## src/rtl/edc_pkg.sv

```systemverilog
package edc_pkg;

   // population count used by the column-table construction
   function automatic int unsigned edc_ones(input logic [31:0] v);
      int unsigned n;
      n = 0;
      for (int k = 0; k < 32; k++) n += int'(v[k]);
      return n;
   endfunction

   // number of distinct weight-three codes of a given width
   function automatic int unsigned edc_w3_count(input int unsigned cbw);
      return (cbw * (cbw - 1) * (cbw - 2)) / 6;
   endfunction

   // column of data bit idx: idx-th smallest weight-three value
   function automatic logic [31:0] edc_col(input int unsigned idx, input int unsigned cbw);
      int unsigned cnt;
      logic [31:0] res;
      cnt = 0;
      res = '0;
      for (int unsigned v = 0; v < (32'd1 << cbw); v++) begin
         if (edc_ones(v) == 3) begin
            if (cnt == idx) res = v;
            cnt++;
         end
      end
      return res;
   endfunction

endpackage

```

## src/rtl/edc_chkgen.sv

```systemverilog
module edc_chkgen #(
   parameter int unsigned DATA_W = 32,
   parameter int unsigned CB_W   = 8
) (
   input  logic [DATA_W-1:0] data_i,
   output logic [CB_W-1:0]   cb_o
);
   logic [DATA_W-1:0][CB_W-1:0] term;

   for (genvar i = 0; i < DATA_W; i++) begin : g_col
      localparam logic [CB_W-1:0] COL = CB_W'(edc_pkg::edc_col(i, CB_W));
      assign term[i] = data_i[i] ? COL : '0;
   end

   always_comb begin
      cb_o = '0;
      for (int i = 0; i < DATA_W; i++) cb_o ^= term[i];
   end
endmodule

```

## src/rtl/edc_syndec.sv

```systemverilog
module edc_syndec #(
   parameter int unsigned DATA_W = 32,
   parameter int unsigned CB_W   = 8
) (
   input  logic [CB_W-1:0]   syn_i,
   output logic [DATA_W-1:0] flip_o,
   output logic              err_o,
   output logic              merr_o
);
   logic cb_hit;

   for (genvar i = 0; i < DATA_W; i++) begin : g_match
      localparam logic [CB_W-1:0] COL = CB_W'(edc_pkg::edc_col(i, CB_W));
      assign flip_o[i] = (syn_i == COL);
   end

   // single check-bit fault: syndrome with exactly one bit set
   assign cb_hit = (syn_i != '0) && ((syn_i & (syn_i - CB_W'(1))) == '0);
   assign err_o  = |syn_i;
   assign merr_o = err_o & ~(|flip_o) & ~cb_hit;
endmodule

```

## src/rtl/edc_bytepar.sv

```systemverilog
module edc_bytepar #(
   parameter int unsigned NBYTES = 4,
   parameter int unsigned BYTE_W = 8
) (
   input  logic [NBYTES*BYTE_W-1:0] data_i,
   input  logic                     odd_i,
   output logic [NBYTES-1:0]        par_o
);
   for (genvar b = 0; b < NBYTES; b++) begin : g_byte
      assign par_o[b] = (^data_i[b*BYTE_W +: BYTE_W]) ^ odd_i;
   end
endmodule

```

## src/rtl/edc_unit.sv

```systemverilog
module edc_unit #(
   parameter int unsigned DATA_W = 32,
   parameter int unsigned CB_W   = 8,
   parameter int unsigned BYTE_W = 8,
   localparam int unsigned NBYTES = DATA_W / BYTE_W
) (
   input  logic              clk,
   input  logic              rst_n,
   input  logic              mem_le,
   input  logic [DATA_W-1:0] mem_data_i,
   input  logic [CB_W-1:0]   mem_cb_i,
   input  logic              sys_le,
   input  logic [DATA_W-1:0] sys_data_i,
   input  logic [NBYTES-1:0] sys_par_i,
   input  logic [NBYTES-1:0] byte_en,
   input  logic              pipe_le,
   input  logic              par_odd,
   output logic [DATA_W-1:0] sys_data_o,
   output logic [NBYTES-1:0] sys_par_o,
   output logic [DATA_W-1:0] mem_data_o,
   output logic [CB_W-1:0]   mem_cb_o,
   output logic [CB_W-1:0]   syndrome_o,
   output logic              err_o,
   output logic              merr_o,
   output logic              par_err_o
);
   if (DATA_W % BYTE_W != 0) begin : g_bad_bytes
      $error("edc_unit: DATA_W must be a multiple of BYTE_W");
   end
   if (CB_W < 3 || CB_W > 16 || edc_pkg::edc_w3_count(CB_W) < DATA_W) begin : g_bad_code
      $error("edc_unit: CB_W too small or too large for DATA_W");
   end

   logic [DATA_W-1:0] mem_q, sys_q, pipe_q, fixed_w, merged_w, flip_w;
   logic [CB_W-1:0]   cb_q, rd_cb_w, syn_w;
   logic [NBYTES-1:0] spar_q, exp_par_w;

   always_ff @(posedge clk or negedge rst_n) begin
      if (!rst_n) begin
         mem_q <= '0;
         cb_q  <= '0;
      end else if (mem_le) begin
         mem_q <= mem_data_i;
         cb_q  <= mem_cb_i;
      end
   end

   always_ff @(posedge clk or negedge rst_n) begin
      if (!rst_n) begin
         sys_q  <= '0;
         spar_q <= '0;
      end else if (sys_le) begin
         sys_q  <= sys_data_i;
         spar_q <= sys_par_i;
      end
   end

   always_ff @(posedge clk or negedge rst_n) begin
      if (!rst_n)       pipe_q <= '0;
      else if (pipe_le) pipe_q <= fixed_w;
   end

   edc_chkgen #(.DATA_W(DATA_W), .CB_W(CB_W)) u_gen_rd (
      .data_i(mem_q), .cb_o(rd_cb_w));

   assign syn_w = rd_cb_w ^ cb_q;

   edc_syndec #(.DATA_W(DATA_W), .CB_W(CB_W)) u_dec (
      .syn_i(syn_w), .flip_o(flip_w), .err_o(err_o), .merr_o(merr_o));

   assign fixed_w = mem_q ^ flip_w;

   for (genvar b = 0; b < NBYTES; b++) begin : g_merge
      assign merged_w[b*BYTE_W +: BYTE_W] = byte_en[b] ? sys_q[b*BYTE_W +: BYTE_W]
                                                       : fixed_w[b*BYTE_W +: BYTE_W];
   end

   edc_chkgen #(.DATA_W(DATA_W), .CB_W(CB_W)) u_gen_wr (
      .data_i(merged_w), .cb_o(mem_cb_o));

   edc_bytepar #(.NBYTES(NBYTES), .BYTE_W(BYTE_W)) u_par_out (
      .data_i(pipe_q), .odd_i(par_odd), .par_o(sys_par_o));

   edc_bytepar #(.NBYTES(NBYTES), .BYTE_W(BYTE_W)) u_par_in (
      .data_i(sys_q), .odd_i(par_odd), .par_o(exp_par_w));

   assign par_err_o  = |(exp_par_w ^ spar_q);
   assign sys_data_o = pipe_q;
   assign mem_data_o = merged_w;
   assign syndrome_o = syn_w;
endmodule

```

## config.mk

```make
export PLATFORM = sky130hd
export DESIGN_NAME = edc_unit
export DESIGN_NICKNAME = d
export VERILOG_FILES = /design/src/rtl/edc_pkg.sv /design/src/rtl/edc_chkgen.sv /design/src/rtl/edc_syndec.sv /design/src/rtl/edc_bytepar.sv /design/src/rtl/edc_unit.sv
export SDC_FILE = /design/constraint.sdc
export NUM_CORES = 1
export LEC_CHECK = 0
export BUFFER_PORTS_ARGS = -buffer_cell sky130_fd_sc_hd__buf_4
export CELL_PAD_IN_SITES_DETAIL_PLACEMENT = 0
export CELL_PAD_IN_SITES_GLOBAL_PLACEMENT = 1
export CORE_UTILIZATION = 45
export CTS_BUF_LIST = sky130_fd_sc_hd__clkbuf_16
export DETAILED_ROUTE_END_ITERATION = 10
export HOLD_SLACK_MARGIN = 0.1
export PLACE_DENSITY_LB_ADDON = 0.1
export SLEW_MARGIN = 20
export SYNTH_ARGS = -nofsm -noshare
export SYNTH_HDL_FRONTEND = slang
export SYNTH_HIERARCHICAL = 1
export SYNTH_SLANG_ARGS = --single-unit
```

## constraint.sdc

```tcl
create_clock -name clk -period 4.99 [get_ports clk]
set_clock_uncertainty 0.15 [all_clocks]
set_input_delay 0.2495 -clock clk [delete_from_list [all_inputs] [get_ports clk]]
set_output_delay 0.2495 -clock clk [all_outputs]
set_load 0.02 [all_outputs]
```

==> flow_summary.ini <==
[critical_path]
r2r-start = mem_q[24]
rr_endpoint = sys_data_o[11]
reg2reg_depth = 12
critPathKind = flip-flop to primary output
crit_chain = xnor2_2 -> xnor3_1 -> xor3_2 -> xor2_4 -> or2_4 -> nor3_4 -> nand3_1 -> nor3_2 -> xor2_1 -> buf_4 -> mux2_2 -> xnor2_2 -> xnor3_1 -> xnor3_1 -> buf_4
endpoint_kind = primary output
cpMostUsedCell = xnor3_1
r2r_setup_slack_ns = 1.58
cp-start-kind = flip-flop
cpMaxStageDelayCell = xor3_2
max_stage_delay_ns = 0.44
cp_num_buf_inv = 2
required_ns = 4.59
cp_top_family = XOR/XNOR gates
critical_path_arrival_ns = 4.53
critPathMaxFanout = 7

[clock_network]
cts_max_level = 3
clkLatencyLatePin_ns = 0.36
cts_tree = yes
clk_pin_slew_worst_paths_ns = 0.07
clock_sinks = 108
cts-root-buf = clkbuf_16
numCtsBuffers = 9
cts_buffer_depth = 2

[floorplan]
dieArea_sq_um = 17900
row_count = 47
core_sq_um = 16800
die_x_um = 134
ios = 173
initial_core_util_pct = 46.7
die_h_um = 134

[routing]
post-route-drc-count = 0
wl_um = 23300
first_pass_iters = 4
post_drt_wl_per_cell_um = 20.8
vias_per_cell = 5.07
drt_iter0_drc = 185
num_vias = 5678
postRouteAntennaNets = 0

[synthesis]
synthCells = 594
synth_top_area_share_pct = 34.5
synth_nets = 680
synth_top_area_cell = dfrtp_1
syn_area_sq_um = 7830
async_flop_share_pct = 100
ys_seq_area_share_pct = 34.5
syn_avg_cell_area_sq_um = 13.2
synth-seq-cells = 108
synthFlopType = dfrtp_1
synth_edf_count = 0
yosys.cell_types.count = 45
synthTopCellsByArea = dfrtp_1 35%, mux2_2 12%, xnor2_1 11%
yosysWarnings = 6

[placement]
gp_congestion = 0.874
dpl.cell_count = 985
port_buffers = 171
post_dp_cell_area_sq_um = 9410
place_ws_ns = 0.0260
hpwlAfterDp_um = 17400

[sta]
setup_ws_ns = 0.0581
holdWs_ns = 0.285
finalCritPeriodShare_pct = 98.8
clock.fmax_ghz = 0.203
hold_viol_final = 0
drv_slew = 0
relSlewSlack_pct = 26.6
setup_viol = 0
worst_pin_slew_ns = 1.10
fin_crit_ns = 4.93

[layout]
syn2layout_area_growth_pct = 45.6
drive_gt1_share_pct = 54.9
fin_cells = 1121
post-route-util_pct = 68.0
layout_common_cells = 243 x buf_4, 97 x dfrtp_1, 77 x dlygate4sd3_1, 75 x xnor2_1, 73 x mux2_4
final_common_cell = buf_4
finalNetCount = 982
final_area_sq_um = 11400
n_antenna_cell = 0

[global_routing]
gr-usage-all-layers_pct = 26.5
gr-total-overflow = 0
grtUsageMet1_pct = 33.2
grt_max_degree = 72
use_met2_pct = 46.1
grt_busiest_layer = met2
met3_usage_pct = 4.65
grt_pass1_vias = 6090
antenna_found_initial = 0
grt_pass1_wl_um = 35100

[worst_hold_path]
worstHoldStart = pipe_le
hold_path_class = input pin to flip-flop
min_path_cells = 3
hold_end = sys_data_o[30]

[power_and_ir_drop]
cellPowerDensity_nw_per_um2 = 666
p_sw_share_pct = 44.4
vdd_drop_max_uv = 691
switchingPower_uw = 3370
power_leakage_uw = 0.00536
internal_power_uw = 4220
pwr-share-clk_pct = 9.0
power_frac_seq_pct = 15.4
comb_power_share_pct = 75.7

[run_status]
status = finished clean

[job]
cap_violations = 0
## what timing repair did
action / CTS / global route
hold buffers: 77 / 0
gates cloned: 2 / 0
endpoints found under the hold margin: 146 / 0
endpoints found under the setup margin: 6 / 7
buffers inserted: 20 / 21
gates resized for setup: 47 / 63
pin swaps: 27 / 36
## state kept, by name, indices dropped and copies added (netlist names)
register / flops
cb_q: 8
sys_data_o: 32
sys_q: 32
spar_q: 4
mem_q: 32
## worst max-delay path by stage
stage                          from     endpoint  cells past startpoint
final                     mem_q[19]  mem_cb_o[2]                     15
after CTS                 mem_q[29]  mem_cb_o[1]                     16
after global placement    mem_q[16]  mem_cb_o[1]                     13
after global routing      mem_q[29]  mem_cb_o[1]                     15
after detailed placement  mem_q[16]  mem_cb_o[1]                     13
after floorplan           mem_q[29]  mem_cb_o[4]                     12
## per-layer routing
| metal | routed length, um | part of all wire, % |
|---|---|---|
| met3 | 904 | 3.9 |
| met2 | 11900 | 51 |
| met1 | 9990 | 43 |
| met4 | 510 | 2.2 |
| met5 | 0 | 0 |
## Yosys cell counts (5+ instances only)
cell type and n:
a21oi_1 6, buf_2 11, buf_4 10, buf_6 6, dfrtp_1 108, mux2_2 81, mux2_4 56, nand2_1 5
nand3_1 5, nand4bb_1 5, nor2_1 19, nor3_1 14, nor4_1 7, o21ai_0 5, xnor2_1 102, xnor2_2 10
xnor3_1 36, xor2_1 58
## worst min-delay path, cell delays in order
cell and delay (ns):
buf_4 0.28, nor2_1 0.15, a21oi_1 0.05
## final cells by class
class	instances	area, sq um
flip-flops and latches	108	2720
well taps	220	275
inverters	5	18.8
fillers	1257	5360
clock inverters	7	43.8
repair buffers	326	2720
clock buffers	9	225
multi-input cells	446	5400
## power groups by stage
stage	Sequential (uW)	Combinational (uW)	Clock [uW]
after detailed placement	1170	4750	0
after floorplan	1200	3010	0
after global routing	1180	6020	736
after CTS	1160	5370	699
after global placement	1170	4760	0
final	1170	5750	680
## kinds of logic (layout without fill, tap and decap cells)
logic type | Yosys count | in the layout | share of synthesized area (%)
DFF | 108 | 108 | 34.5
muxes | 138 | 138 | 22.5
and+or+nand+nor | 73 | 73 | 5.51
xor gates and xnor gates | 210 | 210 | 31.5
AOI/OAI and AO/OA | 23 | 23 | 2.08
other | 2 | 2 | 0.0959
buffers and inverters | 40 | 347 | 3.77
## metrics by stage
stage,total power (uW),TNS [ns]
4_1_cts,7240,0
3_5_place_dp,5920,0
3_3_place_gp,5920,0
2_1_floorplan,4210,0
6_report,7590,0
5_1_grt,7940,-0.190
Note: power is estimated with default switching activity, not from simulation.
